## src/rtl/mapper_pkg.sv

```systemverilog
package mapper_pkg;

    localparam int SHIFT_LEN = 5;
    localparam int CNT_W     = $clog2(SHIFT_LEN + 1);

    typedef enum logic [1:0] {
        SEL_CTRL = 2'b00,
        SEL_CHRA = 2'b01,
        SEL_CHRB = 2'b10,
        SEL_PRG  = 2'b11
    } reg_sel_e;

    typedef enum logic [1:0] {
        PM_SPAN_A    = 2'b00,
        PM_SPAN_B    = 2'b01,
        PM_FIX_FIRST = 2'b10,
        PM_FIX_LAST  = 2'b11
    } prg_mode_e;

    typedef struct packed {
        logic [SHIFT_LEN-1:0] shift;
        logic [CNT_W-1:0]     cnt;
        logic                 prev_wr;
    } loader_t;

    typedef struct packed {
        logic [SHIFT_LEN-1:0] ctrl;
        logic [SHIFT_LEN-1:0] chra;
        logic [SHIFT_LEN-1:0] chrb;
        logic [SHIFT_LEN-1:0] prg;
    } regs_t;

    localparam logic [SHIFT_LEN-1:0] CTRL_POWER_ON = 5'b01100;
    localparam logic [SHIFT_LEN-1:0] CTRL_MODE_SET = 5'b01100;

endpackage

```

## src/rtl/serial_loader.sv

```systemverilog
module serial_loader
    import mapper_pkg::*;
(
    input  logic                 clk,
    input  logic                 rst_n,
    input  logic                 wr,
    input  logic [2:0]           addr_top,
    input  logic                 bit_lsb,
    input  logic                 bit_msb,
    output logic                 commit,
    output reg_sel_e             commit_sel,
    output logic [SHIFT_LEN-1:0] commit_val,
    output logic                 abort
);

    localparam logic [CNT_W-1:0] LAST_IDX = CNT_W'(SHIFT_LEN - 1);

    loader_t st_d, st_q;
    logic    accept;

    always_comb begin
        st_d         = st_q;
        st_d.prev_wr = wr;
        commit       = 1'b0;
        abort        = 1'b0;
        accept       = wr && addr_top[2] && !st_q.prev_wr;
        commit_sel   = reg_sel_e'(addr_top[1:0]);
        commit_val   = {bit_lsb, st_q.shift[SHIFT_LEN-1:1]};
        if (accept) begin
            if (bit_msb) begin
                abort      = 1'b1;
                st_d.shift = '0;
                st_d.cnt   = '0;
            end else if (st_q.cnt == LAST_IDX) begin
                commit     = 1'b1;
                st_d.shift = '0;
                st_d.cnt   = '0;
            end else begin
                st_d.shift = {bit_lsb, st_q.shift[SHIFT_LEN-1:1]};
                st_d.cnt   = st_q.cnt + 1'b1;
            end
        end
    end

    always_ff @(posedge clk or negedge rst_n) begin
        if (!rst_n) begin
            st_q <= '0;
        end else begin
            st_q <= st_d;
        end
    end

endmodule

```

## src/rtl/bank_regs.sv

```systemverilog
module bank_regs
    import mapper_pkg::*;
(
    input  logic                 clk,
    input  logic                 rst_n,
    input  logic                 commit,
    input  reg_sel_e             commit_sel,
    input  logic [SHIFT_LEN-1:0] commit_val,
    input  logic                 abort,
    output regs_t                regs
);

    regs_t regs_d, regs_q;

    always_comb begin
        regs_d = regs_q;
        if (abort) begin
            regs_d.ctrl = regs_q.ctrl | CTRL_MODE_SET;
        end else if (commit) begin
            unique case (commit_sel)
                SEL_CTRL: regs_d.ctrl = commit_val;
                SEL_CHRA: regs_d.chra = commit_val;
                SEL_CHRB: regs_d.chrb = commit_val;
                SEL_PRG:  regs_d.prg  = commit_val;
                default:  regs_d      = regs_q;
            endcase
        end
    end

    always_ff @(posedge clk or negedge rst_n) begin
        if (!rst_n) begin
            regs_q.ctrl <= CTRL_POWER_ON;
            regs_q.chra <= '0;
            regs_q.chrb <= '0;
            regs_q.prg  <= '0;
        end else begin
            regs_q <= regs_d;
        end
    end

    assign regs = regs_q;

endmodule

```

## src/rtl/prg_map.sv

```systemverilog
module prg_map
    import mapper_pkg::*;
#(
    parameter int PRG_BANK_W = 4
) (
    input  logic [1:0]            mode,
    input  logic [PRG_BANK_W-1:0] bank,
    output logic [PRG_BANK_W-1:0] lo_bank,
    output logic [PRG_BANK_W-1:0] hi_bank
);

    localparam logic [PRG_BANK_W-1:0] LAST_BANK = '1;

    logic [PRG_BANK_W-1:0] even_bank;
    logic [PRG_BANK_W-1:0] odd_bank;

    generate
        if (PRG_BANK_W == 1) begin : g_one_bit
            assign even_bank = 1'b0;
            assign odd_bank  = 1'b1;
        end else begin : g_wide
            assign even_bank = {bank[PRG_BANK_W-1:1], 1'b0};
            assign odd_bank  = {bank[PRG_BANK_W-1:1], 1'b1};
        end
    endgenerate

    always_comb begin
        unique case (prg_mode_e'(mode))
            PM_SPAN_A, PM_SPAN_B: begin
                lo_bank = even_bank;
                hi_bank = odd_bank;
            end
            PM_FIX_FIRST: begin
                lo_bank = '0;
                hi_bank = bank;
            end
            PM_FIX_LAST: begin
                lo_bank = bank;
                hi_bank = LAST_BANK;
            end
            default: begin
                lo_bank = bank;
                hi_bank = LAST_BANK;
            end
        endcase
    end

endmodule

```

## src/rtl/chr_map.sv

```systemverilog
module chr_map
    import mapper_pkg::*;
(
    input  logic                 split,
    input  logic [SHIFT_LEN-1:0] bank_a,
    input  logic [SHIFT_LEN-1:0] bank_b,
    output logic [SHIFT_LEN-1:0] lo_bank,
    output logic [SHIFT_LEN-1:0] hi_bank
);

    always_comb begin
        if (split) begin
            lo_bank = bank_a;
            hi_bank = bank_b;
        end else begin
            lo_bank = {bank_a[SHIFT_LEN-1:1], 1'b0};
            hi_bank = {bank_a[SHIFT_LEN-1:1], 1'b1};
        end
    end

endmodule

```

## src/rtl/serial_bank_mapper.sv

```systemverilog
module serial_bank_mapper
    import mapper_pkg::*;
#(
    parameter int PRG_BANK_W = 4
) (
    input  logic                  clk,
    input  logic                  rst_n,
    input  logic                  cpu_wr,
    input  logic [2:0]            cpu_addr_top,
    input  logic                  cpu_wdata_lsb,
    input  logic                  cpu_wdata_msb,
    output logic [PRG_BANK_W-1:0] prg_lo_bank,
    output logic [PRG_BANK_W-1:0] prg_hi_bank,
    output logic                  prg_ram_en,
    output logic [SHIFT_LEN-1:0]  chr_lo_bank,
    output logic [SHIFT_LEN-1:0]  chr_hi_bank,
    output logic [1:0]            layout_sel
);

    localparam int RAM_OFF_BIT = SHIFT_LEN - 1;

    logic                 commit;
    reg_sel_e             commit_sel;
    logic [SHIFT_LEN-1:0] commit_val;
    logic                 abort;
    regs_t                regs;

    serial_loader u_loader (
        .clk        (clk),
        .rst_n      (rst_n),
        .wr         (cpu_wr),
        .addr_top   (cpu_addr_top),
        .bit_lsb    (cpu_wdata_lsb),
        .bit_msb    (cpu_wdata_msb),
        .commit     (commit),
        .commit_sel (commit_sel),
        .commit_val (commit_val),
        .abort      (abort)
    );

    bank_regs u_regs (
        .clk        (clk),
        .rst_n      (rst_n),
        .commit     (commit),
        .commit_sel (commit_sel),
        .commit_val (commit_val),
        .abort      (abort),
        .regs       (regs)
    );

    prg_map #(.PRG_BANK_W(PRG_BANK_W)) u_prg (
        .mode    (regs.ctrl[3:2]),
        .bank    (regs.prg[PRG_BANK_W-1:0]),
        .lo_bank (prg_lo_bank),
        .hi_bank (prg_hi_bank)
    );

    chr_map u_chr (
        .split   (regs.ctrl[4]),
        .bank_a  (regs.chra),
        .bank_b  (regs.chrb),
        .lo_bank (chr_lo_bank),
        .hi_bank (chr_hi_bank)
    );

    assign prg_ram_en = ~regs.prg[RAM_OFF_BIT];
    assign layout_sel = regs.ctrl[1:0];

endmodule

```

## config.mk

```make
export PLATFORM = sky130hd
export DESIGN_NAME = serial_bank_mapper
export DESIGN_NICKNAME = d
export VERILOG_FILES = /design/src/rtl/mapper_pkg.sv /design/src/rtl/serial_loader.sv /design/src/rtl/bank_regs.sv /design/src/rtl/prg_map.sv /design/src/rtl/chr_map.sv /design/src/rtl/serial_bank_mapper.sv
export SDC_FILE = /design/constraint.sdc
export NUM_CORES = 1
export LEC_CHECK = 0
export BUFFER_PORTS_ARGS = -buffer_cell sky130_fd_sc_hd__buf_2
export CORE_MARGIN = 8
export CORE_UTILIZATION = 35
export CTS_BUF_LIST = sky130_fd_sc_hd__clkbuf_8 sky130_fd_sc_hd__clkbuf_16
export DETAILED_ROUTE_END_ITERATION = 8
export SLEW_MARGIN = 20
export SYNTH_ARGS = -nofsm -noshare
export SYNTH_HDL_FRONTEND = slang
export SYNTH_SLANG_ARGS = --single-unit
```

## constraint.sdc

```tcl
create_clock -name clk -period 3.25 [get_ports clk]
set_clock_uncertainty 0.1 [all_clocks]
set_input_delay 0.325 -clock clk [delete_from_list [all_inputs] [get_ports clk]]
set_output_delay 0.325 -clock clk [all_outputs]
set_load 0.01 [all_outputs]
```

==> flow_metrics.tcl <==
set metrics [dict create \
    grt_pass1_wl_mm 4.31 \
    worstHoldStart "cpu_wr" \
    routabilityCongestion 0.797 \
    synth_cell_types 27 \
    synth_top_area_cell "dfrtp_1" \
    dp.final_hpwl_mm 1.94 \
    finalCritPeriodShare_pct 61.3 \
    tns_ns 0 \
    cp-startpoint "u_loader.st_q[1]" \
    fill_cells 347 \
    worst-setup-path-type "flop to flop" \
    ys_seq_area_share_pct 52.4 \
    run_status "finished clean" \
    path_cells "inv_1, ha_1, nand4b_1, nor3_1, mux2_2" \
    cp_max_fo 5 \
    wl_mm 2.57 \
    place_ws_ns 1.27 \
    clkSlewWorstSetupHoldPaths_ns 0.10 \
    core_um2 3660 \
    portBuffers 28 \
    drt_pass1_iterations 3 \
    critPathRequiredTime_ns 3.31 \
    synthToLayoutAreaGrowth_pct 16.0 \
    clkLatencyLatePin_ns 0.27 \
    hold_path_class "input pin to flop" \
    postRouteAntennaNets 0 \
    io_pins 29 \
    syn_avg_cell_area_um2 13.0 \
    netlist_top_cells_area "dfrtp_1 (49%), mux2_2 (15%), mux2_4 (5.6%)" \
    cts_buffers 3 \
    synth.top_cell.area_share_pct 48.5 \
    worstMarginPinSlew_ns 0.658 \
    hold_violations 0 \
    overflow 0 \
    max-slew-margin-rel_pct 55.8 \
    antenna_found_initial 0 \
    syn_inst 103 \
    endpoint_kind "flop" \
    fmax_ghz 0.502 \
    leakage_nw 0.807 \
    htree_levels 1 \
    die_w_um 77.9 \
    grt_max_degree 29 \
    final_critical_path_setup_slack_ns 1.26 \
    drv_slew 0 \
    finalSetupViolCount 0 \
    cts_root_buf "clkbuf_8" \
    utilization_pct 42.5 \
    cts.sinks 28 \
    rsz0062_at_grt "no" \
    die_h_um 77.9 \
    diodes 0 \
    cp-start-kind "flop" \
    rr_startpoint "u_loader.st_q[1]" \
    avgRoutedWirePerCell_um 14.8 \
    drc 0 \
    yosys_warnings 0 \
    cts_buffer_depth 2 \
    via_per_inst 4.72 \
    synth-seq-cells 28 \
    synth_nets 113 \
    syn-cell-area_um2 1340 \
    min_period_ns 1.99 \
    rows 22 \
    drive_above_1_share_pct 47.6 \
    grt_usage_pct 8.86 \
    ir_drop_uv 298 \
    cts_tree "built" \
    maxCapViolations 0 \
    drt_iter0_drc 35 \
    power.density_nw_per_um2 466 \
    crit_arrival_ns 2.06 \
    num-nets-final 137 \
    ctsResizeCount 0 \
    dieArea_um2 6070 \
    num_vias 821 \
    register_area_um2 703 \
    multiInputGateArea_um2 548 \
    crit_path_max_incr_delay_ns 0.52 \
    grt_pass1_vias 889 \
    start_util_pct 36.6 \
    worst_path_max_delay_cell "nor3_1" \
]
-- critical path: cells and delay by family (launching register included) --
family | cells | cell delay (ns)
flops | 1 | 0.40
buf+inv | 1 | 0.09
fa+ha+maj | 1 | 0.24
simple gates | 2 | 0.64
mux | 1 | 0.41
-- report_power, final --
group	switching (mW)	total, mW	internal (mW)
combinational	0.0391	0.0711	0.0320
sequential	0.0164	0.381	0.364
clock	0.108	0.273	0.165
total	0.164	0.725	0.561
-- through the flow --
step | instances | power [mW] | cell area (µm²) | hold WS (ns)
2_1_floorplan | 103 | 0.426 | 1340 | -0.0706
3_5_place_dp | 169 | 0.459 | 1470 | 0.277
3_3_place_gp | 169 | 0.455 | 1470 | 0.267
5_1_grt | 174 | 0.761 | 1560 | 0.0842
4_1_cts | 174 | 0.735 | 1560 | 0.0898
6_report | 174 | 0.725 | 1560 | 0.0933
-- kinds of logic after synthesis --
family | synth area share (%)
AO/OA/AOI/OAI | 6.25
adder cells (fa/ha/maj) | 1.87
multiplexers | 20.7
buffers and inverters | 6.72
flip-flops | 52.4
AND/OR/NAND/NOR | 12.0
-- state kept, by name, summed over array words and instances (netlist names) --
register,count
u_loader.st_q,4
u_loader.commit_val,4
u_regs.regs,20
-- timing repair --
action / 4_1_cts / 5_1_grt
buffers inserted: 0 / 0
hold buffers: 1 / 0
hold endpoints to repair: 26 / 0
-- synth_stat cells (all sizes together) --
| cell type | instances |
|---|---|
| or3 | 2 |
| dfrtp | 26 |
| ha | 2 |
| buf | 7 |
| or4 | 1 |
| nand2b | 5 |
| or2 | 1 |
| mux2 | 23 |
| and2 | 4 |
| nand4b | 1 |
| clkbuf | 3 |
| a22o | 4 |
| o21ai | 2 |
| and3 | 1 |
| dfstp | 2 |
| a21oi | 1 |
| inv | 6 |
| o41ai | 1 |
| nand3b | 2 |
| o22a | 2 |
| nor3 | 2 |
| nand4bb | 1 |
| a211oi | 1 |
| nand2 | 3 |
-- placed cells by master, fill, tap and decap left out, types with 2 or more instances in the layout --
cell type,synthesis,final
buf_2,0,28
dfrtp_1,26,26
mux2_2,18,18
inv_1,6,6
nand2b_1,5,5
mux2_4,5,5
and2_1,4,4
a22o_1,4,4
nand2_1,3,3
clkbuf_8,0,3
nor3_1,2,2
or3_1,2,2
o22a_1,2,2
o21ai_0,2,2
ha_1,2,2
dfstp_2,2,2
-- layer usage --
metal,track usage (%),vias up,part of all wire (%)
li1,-,396,-
met3,4.15,4,7.9
met1,10.1,400,44
met4,2.22,0,0.86
met5,0,-,0
met2,14.6,21,47
-- final cells by class --
class | count | share of cell area, %
Sequential cell | 28 | 45.2
Multi-Input combinational cell | 59 | 35.2
Timing Repair Buffer | 29 | 9.65
Tap cell | 48 | 3.86
Clock buffer | 3 | 2.65
Clock inverter | 1 | 1.93
Inverter | 6 | 1.45
-- path summary, 6_finish.rpt --
check / endpoint / slack, ns / cells past startpoint
min in group asynchronous: u_regs.regs[13] / 0.49 / 2
min: u_loader.st_q[0] / 0.09 / 1
max in group asynchronous: u_regs.regs[9] / 2.15 / 2
max: u_regs.regs[0] / 1.26 / 5
max reg2reg: u_regs.regs[0] / 1.26 / 5
min reg2reg: u_regs.regs[16] / 0.41 / 1
Note: power is estimated with default switching activity, not from simulation.
